===== config.mk =====
export PLATFORM = sky130hd
export DESIGN_NAME = read_lat_equalizer
export DESIGN_NICKNAME = d
export VERILOG_FILES = /design/src/rtl/rle_pkg.sv /design/src/rtl/rle_cfg_regs.sv /design/src/rtl/rle_admit.sv /design/src/rtl/rle_delay_line.sv /design/src/rtl/read_lat_equalizer.sv
export SDC_FILE = /design/constraint.sdc
export NUM_CORES = 1
export LEC_CHECK = 0
export BUFFER_PORTS_ARGS = -buffer_cell sky130_fd_sc_hd__buf_2
export CAP_MARGIN = 0
export CORE_ASPECT_RATIO = 0.5
export CORE_UTILIZATION = 30
export CTS_CLUSTER_DIAMETER = 100
export DETAILED_ROUTE_END_ITERATION = 7
export PLACE_DENSITY_LB_ADDON = 0.1
export REMOVE_ABC_BUFFERS = 1
export SLEW_MARGIN = 10
export SYNTH_ARGS = -nofsm -noshare
export SYNTH_HDL_FRONTEND = slang
export SYNTH_SLANG_ARGS = --single-unit

===== constraint.sdc =====
create_clock -name clk -period 6.5 [get_ports clk]
set_input_delay 0.325 -clock clk [delete_from_list [all_inputs] [get_ports clk]]
set_output_delay 0.325 -clock clk [all_outputs]
set_load 0.03 [all_outputs]

===== src/rtl/rle_pkg.sv =====
`timescale 1ns/1ps
package rle_pkg;
  localparam int CFG_AW = 12;
  localparam int CFG_DW = 16;
  localparam logic [CFG_AW-1:0] ADDR_TIMING = 12'h048;
  localparam logic [CFG_AW-1:0] ADDR_FRAME  = 12'h049;
  localparam logic [CFG_AW-1:0] ADDR_DLY1   = 12'h04A;

  localparam int FIXED_LAT = 3;
  localparam int CORE_LAT  = 2;
  localparam int D0_MIN = 3, D0_MAX = 5;
  localparam int D1_MIN = 0, D1_MAX = 2;
  localparam int FR_MIN = 7, FR_MAX = 10;
  localparam int MAX_LAT = FIXED_LAT + CORE_LAT + D0_MAX + D1_MAX;

  typedef struct packed {
    logic [1:0] strb;
    logic [1:0] latch;
    logic [2:0] dly0;
    logic [3:0] frame;
    logic [2:0] dly1;
  } rle_cfg_t;

  function automatic logic timing_ok(input logic [CFG_DW-1:0] w);
    return (w[9:8] == 2'(CORE_LAT)) && (w[5:4] == 2'(CORE_LAT)) &&
           (int'(w[2:0]) >= D0_MIN) && (int'(w[2:0]) <= D0_MAX);
  endfunction

  function automatic logic frame_ok(input logic [CFG_DW-1:0] w);
    return (int'(w[3:0]) >= FR_MIN) && (int'(w[3:0]) <= FR_MAX);
  endfunction

  function automatic logic dly1_ok(input logic [CFG_DW-1:0] w);
    return (int'(w[2:0]) >= D1_MIN) && (int'(w[2:0]) <= D1_MAX);
  endfunction
endpackage


===== src/rtl/rle_cfg_regs.sv =====
`timescale 1ns/1ps
module rle_cfg_regs
  import rle_pkg::*;
(
  input  logic              clk,
  input  logic              rst_n,
  input  logic              wr_en,
  input  logic [CFG_AW-1:0] addr,
  input  logic [CFG_DW-1:0] wdata,
  output rle_cfg_t          cfg,
  output logic              ready,
  output logic              wr_bad,
  output logic [CFG_DW-1:0] rdata
);
  localparam int NREG = 3;

  logic [NREG-1:0] hit, ok, load;
  logic [NREG-1:0] seen_q, seen_d;
  rle_cfg_t        cfg_q;

  always_comb begin
    hit[0] = wr_en && (addr == ADDR_TIMING);
    hit[1] = wr_en && (addr == ADDR_FRAME);
    hit[2] = wr_en && (addr == ADDR_DLY1);
    ok[0]  = timing_ok(wdata);
    ok[1]  = frame_ok(wdata);
    ok[2]  = dly1_ok(wdata);
    load   = hit & ok;
    wr_bad = |(hit & ~ok);
    seen_d = seen_q | load;
  end

  // field storage: contents undefined until first legal write
  always_ff @(posedge clk) begin
    if (load[0]) begin
      cfg_q.strb  <= wdata[9:8];
      cfg_q.latch <= wdata[5:4];
      cfg_q.dly0  <= wdata[2:0];
    end
    if (load[1]) cfg_q.frame <= wdata[3:0];
    if (load[2]) cfg_q.dly1  <= wdata[2:0];
  end

  always_ff @(posedge clk or negedge rst_n) begin
    if (!rst_n) seen_q <= '0;
    else        seen_q <= seen_d;
  end

  always_comb begin
    rdata = '0;
    case (addr)
      ADDR_TIMING: begin
        rdata[9:8] = cfg_q.strb;
        rdata[5:4] = cfg_q.latch;
        rdata[2:0] = cfg_q.dly0;
      end
      ADDR_FRAME: rdata[3:0] = cfg_q.frame;
      ADDR_DLY1:  rdata[2:0] = cfg_q.dly1;
      default:    rdata = '0;
    endcase
  end

  assign cfg   = cfg_q;
  assign ready = &seen_q;
endmodule


===== src/rtl/rle_admit.sv =====
`timescale 1ns/1ps
module rle_admit
  import rle_pkg::*;
#(
  parameter int LAT_W = 4
) (
  input  logic             clk,
  input  logic             rst_n,
  input  logic             rd_req,
  input  logic             ready,
  input  logic             wr_bad,
  input  logic [1:0]       latch,
  input  logic [2:0]       dly0,
  input  logic [2:0]       dly1,
  output logic             accept,
  output logic [LAT_W-1:0] lat,
  output logic             err
);
  logic err_q, err_d;

  always_comb begin
    accept = rd_req && ready;
    lat    = LAT_W'(FIXED_LAT) + LAT_W'(latch) + LAT_W'(dly0) + LAT_W'(dly1);
    err_d  = err_q | wr_bad | (rd_req & ~ready);
  end

  always_ff @(posedge clk or negedge rst_n) begin
    if (!rst_n) err_q <= 1'b0;
    else        err_q <= err_d;
  end

  assign err = err_q;
endmodule


===== src/rtl/rle_delay_line.sv =====
`timescale 1ns/1ps
module rle_delay_line #(
  parameter int DATA_W = 32,
  parameter int DEPTH  = 12,
  parameter int LAT_W  = $clog2(DEPTH + 1)
) (
  input  logic              clk,
  input  logic              rst_n,
  input  logic              in_vld,
  input  logic [DATA_W-1:0] in_data,
  input  logic [LAT_W-1:0]  in_lat,
  output logic              out_vld,
  output logic [DATA_W-1:0] out_data
);
  logic [DEPTH-1:0]  vld_q, vld_d;
  logic [DATA_W-1:0] dat_q [DEPTH];
  logic [DATA_W-1:0] dat_d [DEPTH];

  // stage g is the entry point for latency DEPTH-g; stage DEPTH-1 drives out
  for (genvar g = 0; g < DEPTH; g++) begin : g_stage
    localparam int unsigned SLOT = DEPTH - g;
    logic ins;
    always_comb begin
      ins = in_vld && (in_lat == LAT_W'(SLOT));
      if (ins) begin
        vld_d[g] = 1'b1;
        dat_d[g] = in_data;
      end else if (g == 0) begin
        vld_d[g] = 1'b0;
        dat_d[g] = dat_q[g];
      end else begin
        vld_d[g] = vld_q[(g == 0) ? 0 : g-1];
        dat_d[g] = dat_q[(g == 0) ? 0 : g-1];
      end
    end

    always_ff @(posedge clk or negedge rst_n) begin
      if (!rst_n) vld_q[g] <= 1'b0;
      else        vld_q[g] <= vld_d[g];
    end

    always_ff @(posedge clk) begin
      if (vld_d[g]) dat_q[g] <= dat_d[g];
    end
  end

  assign out_vld  = vld_q[DEPTH-1];
  assign out_data = dat_q[DEPTH-1];
endmodule


===== src/rtl/read_lat_equalizer.sv =====
`timescale 1ns/1ps
module read_lat_equalizer
  import rle_pkg::*;
#(
  parameter int DATA_W = 32
) (
  input  logic              clk,
  input  logic              rst_n,
  input  logic              cfg_wr,
  input  logic [11:0]       cfg_addr,
  input  logic [15:0]       cfg_wdata,
  output logic [15:0]       cfg_rdata,
  input  logic              rd_req,
  input  logic [DATA_W-1:0] rd_data,
  output logic              q_valid,
  output logic [DATA_W-1:0] q_data,
  output logic              cfg_ready,
  output logic              err_flag
);
  localparam int DEPTH = MAX_LAT;
  localparam int LAT_W = $clog2(DEPTH + 1);

  rle_cfg_t         cfg;
  logic             wr_bad;
  logic             accept;
  logic [LAT_W-1:0] lat;

  rle_cfg_regs u_regs (
    .clk   (clk),
    .rst_n (rst_n),
    .wr_en (cfg_wr),
    .addr  (cfg_addr),
    .wdata (cfg_wdata),
    .cfg   (cfg),
    .ready (cfg_ready),
    .wr_bad(wr_bad),
    .rdata (cfg_rdata)
  );

  rle_admit #(.LAT_W(LAT_W)) u_admit (
    .clk   (clk),
    .rst_n (rst_n),
    .rd_req(rd_req),
    .ready (cfg_ready),
    .wr_bad(wr_bad),
    .latch (cfg.latch),
    .dly0  (cfg.dly0),
    .dly1  (cfg.dly1),
    .accept(accept),
    .lat   (lat),
    .err   (err_flag)
  );

  rle_delay_line #(.DATA_W(DATA_W), .DEPTH(DEPTH), .LAT_W(LAT_W)) u_line (
    .clk     (clk),
    .rst_n   (rst_n),
    .in_vld  (accept),
    .in_data (rd_data),
    .in_lat  (lat),
    .out_vld (q_valid),
    .out_data(q_data)
  );
endmodule


== Yosys cells after proc, flatten, opt, wreduce, memory -nomap -nowiden ==
Memories as Yosys holds them, arrays and structs flattened.
Index checks and enable logic that the tools add are counted.
Operators by class
  add/sub/neg operators: 3
  order comparisons: 5
  equality and inequality tests: 17
  muxes and demuxes: 52
  bitwise gates (word level): 8
  reduce and logical (&&, ||, !) cells: 22
Operators by type and width (count)
  2-to-1 mux 32 bit: 12
  2-to-1 mux 1 bit: 37
  equality test 12 x 7 -> 1 bit, second input constant: 3
  equality test 4 bit, second input constant: 5
  logical AND 1 bit: 20
  equality test 4 x 3 -> 1 bit, second input constant: 4
  one-hot mux 3 bit (3 select lines): 1
  adder 4 x 3 -> 4 bit: 2
  equality test 4 x 2 -> 1 bit, second input constant: 2
  AND 3 bit: 2
  equality test 2 bit, second input constant: 2
  equality test 4 x 1 -> 1 bit, second input constant: 1
  greater-or-equal comparator 4 x 3 -> 1 bit, second input constant: 1
  <= comparator 4 bit, second input constant: 1
  2-to-1 mux 2 bit: 2
  adder 2 x 2 -> 3 bit, first input constant: 1
  greater-or-equal comparator 3 x 2 -> 1 bit, second input constant: 1
  <= comparator 3 x 2 -> 1 bit, second input constant: 1
  <= comparator 3 bit, second input constant: 1
  inverter 3 bit: 1
  bitwise OR 3 bit: 1
  AND reduction 3 bit: 1
  OR reduction 3 bit: 1
  bitwise OR 1 bit: 2
  other kinds (2): 2
Word-level totals
  register bits after elaboration: 30
  bits in writable memories: 384
  bits of input ports: 64
  output and inout bits: 51
  logic and storage cells: 127
  memories kept: 1
Memories
  u_line.dat_q: words 12, bits a word 32, read ports 12, clocked after memory_dff 0, wr ports 12, line rle_delay_line.sv:16  | logic [DATA_W-1:0] dat_q [DEPTH];

== Longest topological paths before layout ==
  depth after elaboration: 9
  depth in mapped cells: 13
  mapped depth without buffers: 11

== Cells and area by module ==
Synthesis repeated with hierarchy kept, for this count alone.
Unflattened totals
  cell total of the unflattened synthesis: 974
  area total of the unflattened synthesis: 17974.7 um^2
Modules (own cells, without submodules)
  rle_delay_line: times used 1, cells each 878, area each 16863.7 um^2, sequential area each 11831.3 um^2
  rle_cfg_regs: times used 1, cells each 73, area each 909.6 um^2, sequential area each 495.5 um^2
  rle_admit: times used 1, cells each 23, area each 201.4 um^2, sequential area each 25.0 um^2

== Worst setup path before layout ==
OpenSTA, ideal clock, no wires.
  path type: register -> register
  from: register u_regs.cfg[10] (netlist name)
  to: memory u_line.dat_q[0][0] (enable)
  setup time: 463 ps
  arrival time: 4314 ps
  required time: 6037 ps
  slack: 1723 ps
  stages on the path, launching flop included: 10
  path buffers: 0
  clock period less this slack: 4777 ps
  path through: edfxtp_1 > inv_1 > ha_1 > fa_1 > inv_1 > ha_1 > inv_1 > fa_1 > xor2_2 > nor3_1
RTL lines (line)
  to (decl): rle_delay_line.sv:16

==> results.toml <==
[logic_synthesis]
yosys_warnings = 0
yosysSeqAreaShare_pct = 69.4
ys_types = 47
ys.flop_type = "edfxtp_1"
syn_inst = 976
synthArstFlopShare_pct = 3.86
synth_area_per_cell_um2 = 18.2
synth-seq-cells = 414
synth_edf_count = 398
syn_area_mm2 = 0.0178

[sta]
setup_violations = 0
setup_ws_ns = 1.96
finalHoldViolCount = 0
drv_slew = 0
skew_ns = 0.0149
fmax_ghz = 0.220
worst_pin_slew_ns = 1.19
period_share_pct = 69.8
min_period_ns = 4.54
rsz0062_at_grt = "no"
fin_setup_tns_ns = 0
relSlewSlack_pct = 20.6

[worst_setup_path]
endpoint_kind = "register"
critPathKind = "reg2reg"
critPathBufInv = 4
worst_path_most_repeated_cell = "inv_1"
crit_path_cell_trace = "inv_1 > ha_1 > fa_1 > inv_1 > ha_1 > inv_1 > fa_1 > xor2_2 > and2_2 > nand3_4 > nand2b_2 > buf_4"
critPathLaunchType = "register"
cp_slowest_cell = "nand2b_2"
crit_fanout = 33
required_ns = 6.74
arrival_ns = 4.78
crit_family = "simple AND/OR/NAND/NOR gates"
critical_path.max_stage_delay_ns = 0.87

[power]
p_leak_nw = 6.71
ir_drop_mv = 0.142
p_total_mw = 5.19
powerDensity_mw_per_mm2 = 260

[layout]
layout-drive-gt1-share_pct = 50.0
n_antenna_cell = 0
final_cells = 1833
stdcell_area_mm2 = 0.0200
nets = 1106
area_delta_synth_final_pct = 12.2

[grt]
grt_max_degree = 34
grt_pass1_wl_um = 57100
antenna_found_initial = 1
grt_usage_pct = 12.6
grt_pass1_vias = 8853
grt_overflow = 0

[place]
portBuffers = 98
dp_hpwl_um = 20300
pre_cts_ws_ns = 1.82
placedCellCount = 1755
routabilityCongestion = 0.719
placedInstanceArea_mm2 = 0.0187

[run]
cap_violations = 0

[floorplan]
row_count = 62
start_util_pct = 30.7
die_width_um = 346
ios = 115
chipHeight_um = 174
coreArea_mm2 = 0.0579
dieArea_mm2 = 0.0603

[routing]
first_pass_iters = 5
viasPerCell = 4.57
wl_per_cell_um = 20.5
num_vias = 8372
drt.antenna.violating_nets = 0
route.detailed.drc = 0
drt-total-wl_um = 37500
drt_iter0_markers = 523

[clock_network]
clk_pin_slew_ns = 0.06
cts_buffers = 41
cts_resized = 0
cts.sinks = 414
htree_levels = 2
insertion_delay_ns = 0.56
cts_tree = "done"
root_buffer = "clkbuf_16"
clk_path_buf_depth = 3

[outcome]
outcome = "completed"

[min_path]
min_path_type = "in2reg"
state kept, by name, indices dropped and copies added, names as in the netlist:
signal          cells
u_regs.seen_q       3
u_admit.err         1
u_line.vld_q       11
u_regs.cfg         14
u_line.dat_q      384
u_line.out_vld      1
where the power goes:
group / internal (mW) / switching [mW]
Combinational: 0.0191 / 0.0532
Sequential: 2.88 / 0.0000248
Clock: 1.22 / 1.02
Total: 4.12 / 1.07
Yosys cell counts (all sizes together) (5+ instances only):
cell type / n / share of area (%)
clkbuf: 35 / 0.74
mux2: 352 / 22
nand2b: 8 / 0.28
edfxtp: 398 / 67
nor2: 10 / 0.28
or2: 5 / 0.18
inv: 15 / 0.32
buf: 77 / 3.6
a21oi: 5 / 0.14
nand2: 7 / 0.19
dfrtp: 16 / 2.3
through the flow:
step	util, %	hold WS [ns]
3_5_place_dp	32.2	0.279
5_1_grt	34.5	0.0121
2_1_floorplan	-	0.0294
4_1_cts	34.5	0.00550
3_3_place_gp	32.2	0.272
6_report	34.5	0.0374
kinds of logic after synthesis:
kind of cell    count (synthesis)  share of synthesized area (%)
xor+xnor                        1                         0.0915
buf+inv                       127                           4.63
mux                           356                           22.5
compound gates                 10                          0.373
fa+ha+maj                       6                          0.591
flops                         414                           69.4
simple gates                   61                           2.36
other cells                     1                         0.0211
per-layer routing:
metal / GRT usage, % / up-vias / wire [um] / share of wire [%]
met5: 0 / - / 0 / 0
met4: 3.09 / 0 / 663 / 1.8
met3: 2.27 / 59 / 1400 / 3.7
met2: 18.4 / 147 / 15800 / 42
met1: 19.1 / 4345 / 19600 / 52
li1: - / 3821 / - / -
cells in the final DEF, fill, tap and decap left out, drive strengths merged, types with 3 or more instances in the layout:
| cell | n |
|---|---|
| dlygate4sd3 | 6 |
| nand3b | 3 |
| buf | 116 |
| edfxtp | 398 |
| clkbuf | 51 |
| conb | 8 |
| mux2i | 4 |
| clkinv | 17 |
| and4 | 3 |
| and2 | 3 |
| nand2 | 7 |
| nor2 | 10 |
| inv | 18 |
| nand3 | 3 |
| fa | 4 |
| nor2b | 3 |
| mux2 | 352 |
| a21oi | 5 |
| nand2b | 8 |
| nor4 | 4 |
| or2 | 5 |
| dfrtp | 16 |
| nor3 | 4 |
final timing paths:
kind                            slack (ns)                    to                 from  cells after the start
worst min register to register        0.52  u_line.dat_q[1][120]  u_line.dat_q[1][88]                      1
worst max-delay path                  1.96   u_line.dat_q[2][40]       u_regs.cfg[10]                     12
worst max register to register        1.96   u_line.dat_q[2][40]       u_regs.cfg[10]                     12
min in group asynchronous             0.24           u_admit.err                rst_n                      2
worst min-delay path                  0.04         u_regs.cfg[4]         cfg_wdata[1]                      1
max in group asynchronous             5.98       u_line.vld_q[8]                rst_n                      2
final cells by class:
type | instances | area, um2
multi-input combinational | 442 | 4680
clock inverter | 21 | 129
timing repair buffer | 122 | 686
clock buffer | 51 | 1110
fill | 5456 | 38000
inverter | 15 | 56.3
tap | 768 | 961
sequential | 414 | 12400
repair_timing:
item,4_1_cts,5_1_grt
buffers inserted,0,0
hold buffers,6,0
endpoints found under the hold margin,21,0
No activity file was read; power rests on OpenSTA's default activity.
